<file path="src/rtl/eeprom_wr_pkg.sv">
package eeprom_wr_pkg;

   // engine operation codes
   typedef enum logic [1:0] {
      OP_START = 2'd0,
      OP_STOP  = 2'd1,
      OP_BYTE  = 2'd2
   } eng_op_t;

   // command result codes
   typedef enum logic [1:0] {
      STAT_OK      = 2'd0,
      STAT_BADCNT  = 2'd1,
      STAT_NACK    = 2'd2,
      STAT_TIMEOUT = 2'd3
   } stat_t;

   typedef enum logic [3:0] {
      ST_IDLE,
      ST_WSTART,
      ST_WCTRL,
      ST_AHI,
      ST_ALO,
      ST_DATA,
      ST_WSTOP,
      ST_PSTART,
      ST_PCTRL,
      ST_FSTOP,
      ST_ASTOP
   } seq_st_t;

   localparam logic [3:0] CTRL_PREFIX = 4'b1010;

endpackage

</file>
<file path="src/rtl/eeprom_hdr_fmt.sv">
module eeprom_hdr_fmt #(
   parameter int ADDR_W = 14
) (
   input  logic [2:0]        cs,
   input  logic [ADDR_W-1:0] addr,
   output logic [7:0]        ctrl_byte,
   output logic [7:0]        addr_hi,
   output logic [7:0]        addr_lo
);
   import eeprom_wr_pkg::*;

   localparam int HI_W = ADDR_W - 8;

   assign ctrl_byte = {CTRL_PREFIX, cs, 1'b0};
   assign addr_lo   = addr[7:0];

   generate
      if (HI_W == 8) begin : g_full_hi
         assign addr_hi = addr[ADDR_W-1:8];
      end else begin : g_pad_hi
         assign addr_hi = {{(8-HI_W){1'b0}}, addr[ADDR_W-1:8]};
      end
   endgenerate
endmodule

</file>
<file path="src/rtl/eeprom_poll_lim.sv">
module eeprom_poll_lim #(
   parameter int LIMIT = 1000
) (
   input  logic clk,
   input  logic rst_n,
   input  logic clr,
   input  logic bump,
   output logic last
);
   generate
      if (LIMIT == 0) begin : g_unbounded
         assign last = 1'b0;
      end else begin : g_bounded
         localparam int W = (LIMIT < 2) ? 1 : $clog2(LIMIT);
         logic [W-1:0] cnt;
         always_ff @(posedge clk or negedge rst_n) begin
            if (!rst_n)    cnt <= '0;
            else if (clr)  cnt <= '0;
            else if (bump) cnt <= cnt + 1'b1;
         end
         assign last = (cnt == W'(LIMIT - 1));
      end
   endgenerate
endmodule

</file>
<file path="src/rtl/eeprom_wr_seq.sv">
module eeprom_wr_seq #(
   parameter int ADDR_W     = 14,
   parameter int PAGE_BYTES = 64,
   parameter int POLL_LIMIT = 1000,
   localparam int CNT_W     = $clog2(PAGE_BYTES + 1),
   localparam int IDX_W     = $clog2(PAGE_BYTES)
) (
   input  logic              clk,
   input  logic              rst_n,
   input  logic              go,
   input  logic [2:0]        chip_sel,
   input  logic [ADDR_W-1:0] mem_addr,
   input  logic [CNT_W-1:0]  byte_count,
   output logic [IDX_W-1:0]  buf_idx,
   input  logic [7:0]        buf_data,
   output logic              eng_req,
   output logic [1:0]        eng_op,
   output logic [7:0]        eng_byte,
   input  logic              eng_done,
   input  logic              eng_ack,
   output logic              busy,
   output logic              done,
   output logic [1:0]        status
);
   import eeprom_wr_pkg::*;

   generate
      if (ADDR_W < 9 || ADDR_W > 16) begin : g_bad_addr_w
         $error("ADDR_W must lie in 9..16");
      end
      if (PAGE_BYTES < 2) begin : g_bad_page
         $error("PAGE_BYTES must be at least 2");
      end
   endgenerate

   seq_st_t             st;
   logic [2:0]          cs_q;
   logic [ADDR_W-1:0]   addr_q;
   logic [CNT_W-1:0]    cnt_q;
   logic [IDX_W-1:0]    idx;
   stat_t               stat_q;
   logic                done_q;
   logic [7:0]          ctrl_b, ahi_b, alo_b;
   logic                poll_last;
   logic                last_data;
   logic                cnt_bad;

   eeprom_hdr_fmt #(.ADDR_W(ADDR_W)) u_fmt (
      .cs        (cs_q),
      .addr      (addr_q),
      .ctrl_byte (ctrl_b),
      .addr_hi   (ahi_b),
      .addr_lo   (alo_b)
   );

   eeprom_poll_lim #(.LIMIT(POLL_LIMIT)) u_poll (
      .clk   (clk),
      .rst_n (rst_n),
      .clr   (st == ST_WSTOP),
      .bump  (st == ST_PCTRL && eng_done && !eng_ack),
      .last  (poll_last)
   );

   assign cnt_bad   = (byte_count == '0) || (byte_count > CNT_W'(PAGE_BYTES));
   assign last_data = ((CNT_W'(idx) + 1'b1) == cnt_q);

   always_comb begin
      eng_req  = 1'b1;
      eng_op   = OP_BYTE;
      eng_byte = 8'h00;
      unique case (st)
         ST_WSTART, ST_PSTART:         eng_op = OP_START;
         ST_WCTRL, ST_PCTRL:           eng_byte = ctrl_b;
         ST_AHI:                       eng_byte = ahi_b;
         ST_ALO:                       eng_byte = alo_b;
         ST_DATA:                      eng_byte = buf_data;
         ST_WSTOP, ST_FSTOP, ST_ASTOP: eng_op = OP_STOP;
         default: begin
            eng_req = 1'b0;
            eng_op  = OP_START;
         end
      endcase
   end

   always_ff @(posedge clk or negedge rst_n) begin
      if (!rst_n) begin
         st     <= ST_IDLE;
         cs_q   <= '0;
         addr_q <= '0;
         cnt_q  <= '0;
         idx    <= '0;
         stat_q <= STAT_OK;
         done_q <= 1'b0;
      end else begin
         done_q <= 1'b0;
         unique case (st)
            ST_IDLE: if (go) begin
               if (cnt_bad) begin
                  stat_q <= STAT_BADCNT;
                  done_q <= 1'b1;
               end else begin
                  cs_q   <= chip_sel;
                  addr_q <= mem_addr;
                  cnt_q  <= byte_count;
                  idx    <= '0;
                  stat_q <= STAT_OK;
                  st     <= ST_WSTART;
               end
            end
            ST_WSTART: if (eng_done) st <= ST_WCTRL;
            ST_WCTRL, ST_AHI, ST_ALO: if (eng_done) begin
               if (!eng_ack) begin
                  stat_q <= STAT_NACK;
                  st     <= ST_ASTOP;
               end else if (st == ST_WCTRL) begin
                  st <= ST_AHI;
               end else if (st == ST_AHI) begin
                  st <= ST_ALO;
               end else begin
                  st <= ST_DATA;
               end
            end
            ST_DATA: if (eng_done) begin
               if (!eng_ack) begin
                  stat_q <= STAT_NACK;
                  st     <= ST_ASTOP;
               end else if (last_data) begin
                  st <= ST_WSTOP;
               end else begin
                  idx <= idx + 1'b1;
               end
            end
            ST_WSTOP:  if (eng_done) st <= ST_PSTART;
            ST_PSTART: if (eng_done) st <= ST_PCTRL;
            ST_PCTRL: if (eng_done) begin
               if (eng_ack) begin
                  st <= ST_FSTOP;
               end else if (poll_last) begin
                  stat_q <= STAT_TIMEOUT;
                  st     <= ST_ASTOP;
               end else begin
                  st <= ST_PSTART;
               end
            end
            ST_FSTOP, ST_ASTOP: if (eng_done) begin
               done_q <= 1'b1;
               st     <= ST_IDLE;
            end
            default: st <= ST_IDLE;
         endcase
      end
   end

   assign buf_idx = idx;
   assign busy    = (st != ST_IDLE);
   assign done    = done_q;
   assign status  = stat_q;
endmodule

</file>
<file path="config.mk">
export PLATFORM = sky130hd
export DESIGN_NAME = eeprom_wr_seq
export DESIGN_NICKNAME = d
export VERILOG_FILES = /design/src/rtl/eeprom_wr_pkg.sv /design/src/rtl/eeprom_hdr_fmt.sv /design/src/rtl/eeprom_poll_lim.sv /design/src/rtl/eeprom_wr_seq.sv
export SDC_FILE = /design/constraint.sdc
export NUM_CORES = 1
export LEC_CHECK = 0
export ABC_AREA = 0
export CORE_AREA = 2 2 77 79
export DETAILED_ROUTE_END_ITERATION = 10
export DIE_AREA = 0 0 79 81
export PLACE_DENSITY = 0.76
export SYNTH_ARGS = -nofsm -noshare
export SYNTH_HDL_FRONTEND = slang
export SYNTH_SLANG_ARGS = --single-unit
</file>
<file path="constraint.sdc">
create_clock -name clk -period 7.1 [get_ports clk]
set_clock_uncertainty 0.15 [all_clocks]
set_input_delay 1.42 -clock clk [delete_from_list [all_inputs] [get_ports clk]]
set_output_delay 1.42 -clock clk [all_outputs]
set_load 0.05 [all_outputs]
</file>
# Word level (Yosys, flattened, before mapping)
# Index checks and enable logic that the tools add are counted.
[classes]
n_addsub = 3
magnitude_cmp = 1
eq_ne = 28
n_mux = 40
bitwise_logic = 1
reduce_logical = 21
[ops]
columns = ["cell", "count"]
rows = [
  ["$mux W4", 14],
  ["$pmux W4 S8", 1],
  ["$pmux W8 S4", 1],
  ["$mux W6", 5],
  ["$ne A2 B2 Y1 const B", 14],
  ["$mux W10", 2],
  ["$eq A4 B3 Y1 const B", 4],
  ["$eq A4 B4 Y1 const B", 3],
  ["$mux W2", 6],
  ["$pmux W6 S2", 1],
  ["$add A10 B1 Y10 const B", 1],
  ["$eq A10 B10 Y1 const B", 1],
  ["$reduce_and A10 Y1", 1],
  ["$reduce_or A10 Y1", 1],
  ["$eq A4 B2 Y1 const B", 2],
  ["$add A6 B1 Y7 const B", 1],
  ["$eq A7 B7 Y1", 1],
  ["$gt A7 B7 Y1 const B", 1],
  ["$logic_not A7 Y1", 1],
  ["$reduce_and A7 Y1", 1],
  ["$add A6 B1 Y6 const B", 1],
  ["$mux W1", 6],
  ["$pmux W2 S3", 1],
  ["$reduce_and A6 Y1", 1],
  ["19 further kinds", 23],
]
[word_totals]
reg_bits = 47
inputBits = 37
output_inout_bits = 21
wordCells = 102

# Logic depth before layout (Yosys ltp)
# Gate-level depths: netlist of the first run.
[logic_depth]
ltp_word = 6
mapped_depth = 9
ltp_nobuf = 7

# By module
# Synthesis of the first run repeated with hierarchy kept, for this count alone.
[hier_totals]
hier_cells = 362
hier_area_um2 = 3080.5
[modules_own_cells]
columns = ["module", "instances", "cells_each", "area_each_um2", "seq_area_each_um2"]
rows = [
  ["eeprom_wr_seq", 1, 285, 2366.0, 925.9],
  ["eeprom_poll_lim", 1, 51, 526.8, 250.2],
  ["eeprom_hdr_fmt", 1, 26, 187.7, 0.0],
]

# Least setup slack after synthesis of the first run
# No wires, ideal clock.
[synth_path]
kind = "in2out"
from = "in buf_data[5]"
to = "out eng_byte[5]"
t_arrival_ns = 2.629
required_ns = 5.530
setup_slack_ns = 2.901
cell_stages = 2
n_path_buf = 0
path_cell_list = "a41oi_1 o21ai_0"
[synth_via]
elab_chain_cells = 1
[synth_rtl]
columns = ["item", "line", "source"]
rows = [
  ["start: declaration", "eeprom_wr_seq.sv:15", "input logic [7:0] buf_data,"],
  ["$pmux W8 S4", "eeprom_wr_seq.sv:71", "unique case (st)"],
  ["end: declaration", "eeprom_wr_seq.sv:18", "output logic [7:0] eng_byte,"],
]
# Every way passes these cells.

# Worst setup path after layout of the first run
[layout_path]
from = "reg st[2]"
to = "out eng_byte[4]"
[layout_via]
elab_chain_cells = 3
elab_cells_between_ends = 7
cone_classes = "eq/ne: 5; mux: 1; reduce/logical: 1"
[layout_rtl]
columns = ["item", "line", "source"]
rows = [
  ["start: declaration", "eeprom_wr_seq.sv:36", "seq_st_t st;"],
  ["start signal: assignment", "eeprom_wr_seq.sv:87", "st <= ST_IDLE;"],
  ["start signal: assignment", "eeprom_wr_seq.sv:107", "st <= ST_WSTART;"],
  ["start signal: assignment", "eeprom_wr_seq.sv:110", "ST_WSTART: if (eng_done) st <= ST_WCTRL;"],
  ["$eq A4 B4 Y1 or $eq A4 B2 Y1 (tied branches)", "eeprom_wr_seq.sv:71", ""],
  ["$reduce_or A2 Y1", "--", ""],
  ["$pmux W8 S4 *", "eeprom_wr_seq.sv:71", ""],
]
# Every way passes the cells marked *; elsewhere a longest branch is shown, timed or not.

==> reports/metrics.yaml, run 1 <==
pre_cts_slack_ns: 2.37
min_period_over_period_pct: 68.5
cts-root-buf: "clkbuf_8"
min-delay-start: "addr_q[0]"
grt_first_pass_wirelength_um: 10400
core_area_mm2: 0.00568
fin_setup_tns_ns: 0
yosys_warnings: 0
htreeDepth: 2
cp_max_fo: 19
place_area_mm2: 0.00330
wl_per_cell_um: 15.4
syn_area_mm2: 0.00271
yosysMostFrequentCell: "dfrtp_1"
setup_ws_ns: 2.23
drt_iter0_markers: 218
p_leak_uw: 0.00139
first_global_vias: 2138
ys_ff_latch: 47
initial_utilization_pct: 47.7
synth_nets: 318
grt.overflow.total: 0
yosysTopAreaCellShare_pct: 43.5
vdd_drop_max_mv: 0.261
finalCriticalPeriod_ns: 4.87
reg2reg_to: "buf_idx[0]"
ys_seq_area_share_pct: 43.5
die-area_mm2: 0.00640
flow.area_growth_from_synthesis_pct: 25.1
synth_enable_flop_cells: 0
cts.sinks: 47
hold_viol: 0
worstSetupEndpointType: "output pin"
power_density_mw_per_mm2: 393
syn-mean-instance-area_um2: 9.70
cts_buffers: 5
cts.repair.resized: 0
final_area_mm2: 0.00338
async_flop_share_pct: 100
hold_depth: 1
slew_headroom_pct: 25.7
routed_wl_um: 6200
syn_inst: 279
reg2regPathDepth: 4
outcome: "finished, final reports clean"
avgViaCountPerCell: 5.57
port_buffers: 57
grt_max_degree: 48
ys_types: 56
clock_path_buffers: 2
clock_latency_ns: 0.30
hold_end: "addr_q[0]"
finalSetupViolCount: 0
cts_tree: "built"
synth_common_cells: "dfrtp_1, nand2_1, mux2_2"
yosys.area.top_type: "dfrtp_1"
drive_gt1_share_pct: 13.7
multi_input_area_mm2: 0.00140
grtUsageTotal_pct: 20.5
arrival_ns: 3.30
worst_slew_pin_slew_ns: 1.12
ant_nets: 0
die_h_um: 81
clkTransAtPathRegs_ns: 0.09
dieWidth_um: 79
num_io_pins: 58
finalNetCount: 366
grt_antenna_before_repair: 0
vias: 2243
r2r-start: "st[1]"
post_cts_buffers: 0
crit_type: "flip-flop to output pin"
drc: 0
rows: 28
synthFlopType: "dfrtp_1"
dp_hpwl_um: 4450
hold_buffers: 0
maxCapViolCount: 0
fillers: 518
rsz0062_at_grt: "false"
finalCoreUtilization_pct: 59.6
start_kind: "flip-flop"
hp-class: "flip-flop to flip-flop"
num_antenna_cells: 0
synthTopCellsByArea: "dfrtp_1, mux2_2, nand2_1, xnor2_1, a21oi_1"
max_freq_ghz: 0.206
maxSlewViolCount: 0
firstDrtPassIters: 4
gp_congestion: 0.862
seq_area_mm2: 0.00118
rrSetupSlack_ns: 3.84
critPathRequiredTime_ns: 5.53
-- worst max-delay path, stage by stage (launching register included) --
cell and delay, ns:
dfrtp_1 0.71, nand2b_1 0.18, nor3b_1 0.79, buf_4 0.29
a222oi_1 0.09, inv_1 0.11, clkdlybuf4s50_1 0.83
-- power breakdown --
| part | leakage, uW | switching, uW | internal [uW] |
|---|---|---|---|
| clock | 0.0000483 | 93.1 | 69.5 |
| combinational | 0.000739 | 388 | 302 |
| sequential | 0.000600 | 113 | 364 |
-- stage by stage --
stage	total power [uW]	instances	hold WS, ns
floorplan	974	279	0.330
detailed placement	1170	395	0.349
CTS	1340	403	0.368
finish	1330	403	0.366
global placement	1160	395	0.342
global route	1420	403	0.382
-- placed cells by master (no fill, tap or decap), drive strengths merged, types with 3 or more instances in the layout --
| cell | instances |
|---|---|
| nor2 | 20 |
| clkdlybuf4s50 | 56 |
| dfrtp | 47 |
| nor4 | 4 |
| nand3 | 7 |
| inv | 13 |
| nand2 | 29 |
| a21oi | 15 |
| nor2b | 4 |
| xnor2 | 10 |
| mux2 | 29 |
| buf | 3 |
| nor3b | 3 |
| xor2 | 6 |
| a222oi | 5 |
| nand2b | 3 |
| clkbuf | 5 |
| or3 | 3 |
| o21ai | 15 |
| nor3 | 9 |
-- flip-flops by register name, summed over array words and instances (netlist names) --
name and count:
u_poll.g_bounded.cnt 10, status 2, cnt_q 7, buf_idx 6, addr_q 14, cs_q 3, st 4, done 1
-- how the worst max path moves through the flow --
stage,start,to,depth (start not counted)
4_1_cts,st[2],eng_byte[4],6
3_5_place_dp,byte_count[3],buf_idx[0],7
2_1_floorplan,buf_data[5],eng_byte[5],2
3_3_place_gp,byte_count[3],buf_idx[0],7
5_1_grt,st[2],eng_byte[4],6
6_report,st[2],eng_byte[4],6
-- metal layers --
metal	global-route usage (%)	part of all wire (%)	vias to the layer above	wire, um
met2	33.9	48	55	3000
met1	27.9	46	1074	2860
met5	0	0	-	0
li1	-	-	1110	-
met3	3.78	4.4	4	274
met4	5.86	0.98	0	61
-- cells by family after synthesis --
family / Yosys count / synth area share, %
multiplexers: 31 / 13.1
flip-flops: 47 / 43.5
buffers and inverters: 30 / 4.76
XOR/XNOR: 16 / 5.18
AND/OR/NAND/NOR: 94 / 17.4
AO/OA/AOI/OAI: 59 / 15.2
adder cells (fa/ha/maj): 2 / 0.924
-- area by class of cell --
cell class                 count  share of cell area [%]
tap                           75                    2.77
inverter                      12                    1.33
clock buffer                   5                    2.03
clock inverter                 3                   0.555
multi-input combinational    202                    41.4
timing repair buffer          59                    17.2
sequential                    47                    34.8
Power figures use the tool's default switching activity.
==> run 2, diff against run 1 <==
--- a/config.mk
+++ b/config.mk
@@ -6,10 +6,10 @@
 export NUM_CORES = 1
 export LEC_CHECK = 0
 export ABC_AREA = 0
-export CORE_AREA = 2 2 77 79
+export CORE_AREA = 2 2 80 82
 export DETAILED_ROUTE_END_ITERATION = 10
-export DIE_AREA = 0 0 79 81
-export PLACE_DENSITY = 0.76
+export DIE_AREA = 0 0 82 84
+export PLACE_DENSITY = 0.74
 export SYNTH_ARGS = -nofsm -noshare
 export SYNTH_HDL_FRONTEND = slang
 export SYNTH_SLANG_ARGS = --single-unit
==> constraint.sdc (replaced) <==
create_clock -name clk -period 3.9 [get_ports clk]
set_clock_uncertainty 0.15 [all_clocks]
set_input_delay 0.78 -clock clk [delete_from_list [all_inputs] [get_ports clk]]
set_output_delay 0.78 -clock clk [all_outputs]
set_load 0.05 [all_outputs]
==> reports/metrics.yaml, run 2 (same netlist as run 1, synthesis figures left out) <==
ant_nets: 0  # unchanged
dp_hpwl_um: 4560  # was 4450 um
vias: 2244  # was 2243
min_period_over_period_pct: 88.6
outcome: "finished, final reports clean"  # unchanged
rsz0062_at_grt: "false"  # unchanged
critPathSlowestCell: "clkdlybuf4s50_1"  # unchanged
cp_max_fo: 19  # unchanged
grtUsageTotal_pct: 19.3  # was 20.5%
reg_top3: "addr_q: 14 flops, u_poll.g_bounded.cnt: 10 flops, cnt_q: 7 flops"  # unchanged
hold_viol: 0  # unchanged
p_leak_uw: 0.00144  # was 0.00139 uW
clock_latency_ns: 0.29  # was 0.30 ns
core_area_mm2: 0.00610  # was 0.00568 mm2
hold_depth: 1  # unchanged
grt_antenna_before_repair: 0  # unchanged
path_depth: 4  # was 6
cts.repair.resized: 0  # unchanged
top_register: "addr_q"  # unchanged
clock_path_buffers: 2  # unchanged
largest_register_ffs: 14  # unchanged
initial_utilization_pct: 44.4  # was 47.7%
pre_cts_slack_ns: 0.493  # was 2.37 ns
grt_first_pass_wirelength_um: 10400  # about the same
hp-class: "flip-flop to flip-flop"  # unchanged
cp_cell_sequence: "nand2b_1, a21boi_0, o21ai_0, clkdlybuf4s50_1"  # was nand2b_1, nor3b_1, buf_4, a222oi_1, inv_1, clkdlybuf4s50_1
place_area_mm2: 0.00339  # was 0.00330 mm2
vdd_drop_max_mv: 0.474  # was 0.261 mV
wl_met3_um: 302  # was 274 um
reg2regPathDepth: 7  # was 4
grt_max_degree: 48  # unchanged
maxSlewViolCount: 0  # unchanged
hold_buffers: 0  # unchanged
fin_setup_tns_ns: 0  # unchanged
num_io_pins: 58  # unchanged
port_buffers: 57  # unchanged
drc: 0  # unchanged
die_h_um: 84  # was 81 um
arrival_ns: 2.52  # was 3.30 ns
slew_headroom_pct: 31.3  # was 25.7%
worst_slew_pin_slew_ns: 1.03  # was 1.12 ns
cts_tree: "built"  # unchanged
final_area_mm2: 0.00348  # was 0.00338 mm2
crit_type: "flip-flop to output pin"  # unchanged
routed_wl_um: 6210  # was 6200 um
dr_wl_met2_um: 3220  # was 3000 um
slowest_delay_ns: 0.87  # was 0.83 ns
clkTransAtPathRegs_ns: 0.09  # about the same
finalCriticalPeriod_ns: 3.45
avgViaCountPerCell: 5.49  # was 5.57
finalSetupViolCount: 0  # unchanged
drive_gt1_share_pct: 16.9  # was 13.7%
met1_length_um: 2630  # was 2860 um
post_cts_buffers: 0  # unchanged
power_uw: 2510  # was 1330 uW
htreeDepth: 2  # unchanged
dieWidth_um: 82  # was 79 um
maxCapViolCount: 0  # unchanged
max_freq_ghz: 0.289
path_buf_inv: 1  # was 3
worstSetupEndpointType: "output pin"  # unchanged
firstDrtPassIters: 4  # unchanged
gp_congestion: 0.828  # was 0.862
top_layer_used: "met4"  # unchanged
cts_buffers: 5  # unchanged
final_cell_mix: "dfrtp_1, clkdlybuf4s50_1, nand2_1"  # was clkdlybuf4s50_1, dfrtp_1, nand2_1
die-area_mm2: 0.00689  # was 0.00640 mm2
cts-root-buf: "clkbuf_8"  # unchanged
num_antenna_cells: 0  # unchanged
flow.area_growth_from_synthesis_pct: 28.4  # was 25.1%
critPathRequiredTime_ns: 2.97  # was 5.53 ns
rows: 29  # was 28
drt_iter0_markers: 263  # was 218
setup_ws_ns: 0.445  # was 2.23 ns
wl_per_cell_um: 15.2  # was 15.4 um
power_density_mw_per_mm2: 723  # was 393 mW/mm2
critical-path-top-delay-family: "buffers and inverters"  # unchanged
grt.overflow.total: 0  # unchanged
start_kind: "flip-flop"  # unchanged
first_global_vias: 2194  # was 2138
finalNetCount: 370  # was 366
cts.sinks: 47  # unchanged
[run 2: cell count changes in the layout (fill, tap and decap cells not counted), sizes merged]
cell / previous run / this run
clkbuf: 5 / 7
buf: 3 / 16
clkdlybuf4s50: 56 / 47
clkinv: 2 / 1
inv: 13 / 12
[run 2: worst register-to-register path, delay by kind of cell (launching register included)]
family                   cells  cell delay [ns]
AO/OA/AOI/OAI                3             1.06
adder cells (fa/ha/maj)      1             0.35
flip-flops                   1             0.48
multiplexers                 1             0.33
AND/OR/NAND/NOR              2             0.46
[run 2: routing by layer]
layer  vias to the layer above  GRT usage (%)
met1                      1076           26.1
met5                         -              0
met4                         0           4.85
met3                         4           3.25
li1                       1110              -
met2                        54           31.8
[run 2: stage by stage]
step                      cells  hold WS (ns)  utilization (%)
after global routing        409         0.377             57.0
final                       409         0.362             57.0
after detailed placement    401         0.346             55.7
after CTS                   409         0.365             57.0
after global placement      401         0.340             55.7
after floorplan             279         0.330                -
[run 2: final timing paths]
path	startpoint	to	slack (ns)
setup / recovery	st[2]	eng_op[1]	0.45
hold / removal	addr_q[1]	addr_q[1]	0.36
setup reg to reg	buf_idx[0]	buf_idx[0]	0.96
hold reg to reg	addr_q[1]	addr_q[1]	0.36
max in group asynchronous	rst_n	addr_q[4]	2.45
min in group asynchronous	rst_n	u_poll.g_bounded.cnt[1]	0.52
[run 2: final cells by class]
cell class / instances / area, um2
fillers: 524 / 2620
clock buffers: 7 / 76.3
multi-input cells: 202 / 1400
inverters: 12 / 45.0
flip-flops and latches: 47 / 1180
clock inverters: 1 / 5.00
well taps: 77 / 96.3
repair buffers: 63 / 676
[run 2: power breakdown]
part	total, uW	switching [uW]	internal [uW]	leakage [uW]
clock network	280	154	126	0.0000422
registers	818	155	663	0.000600
logic	1410	775	638	0.000797
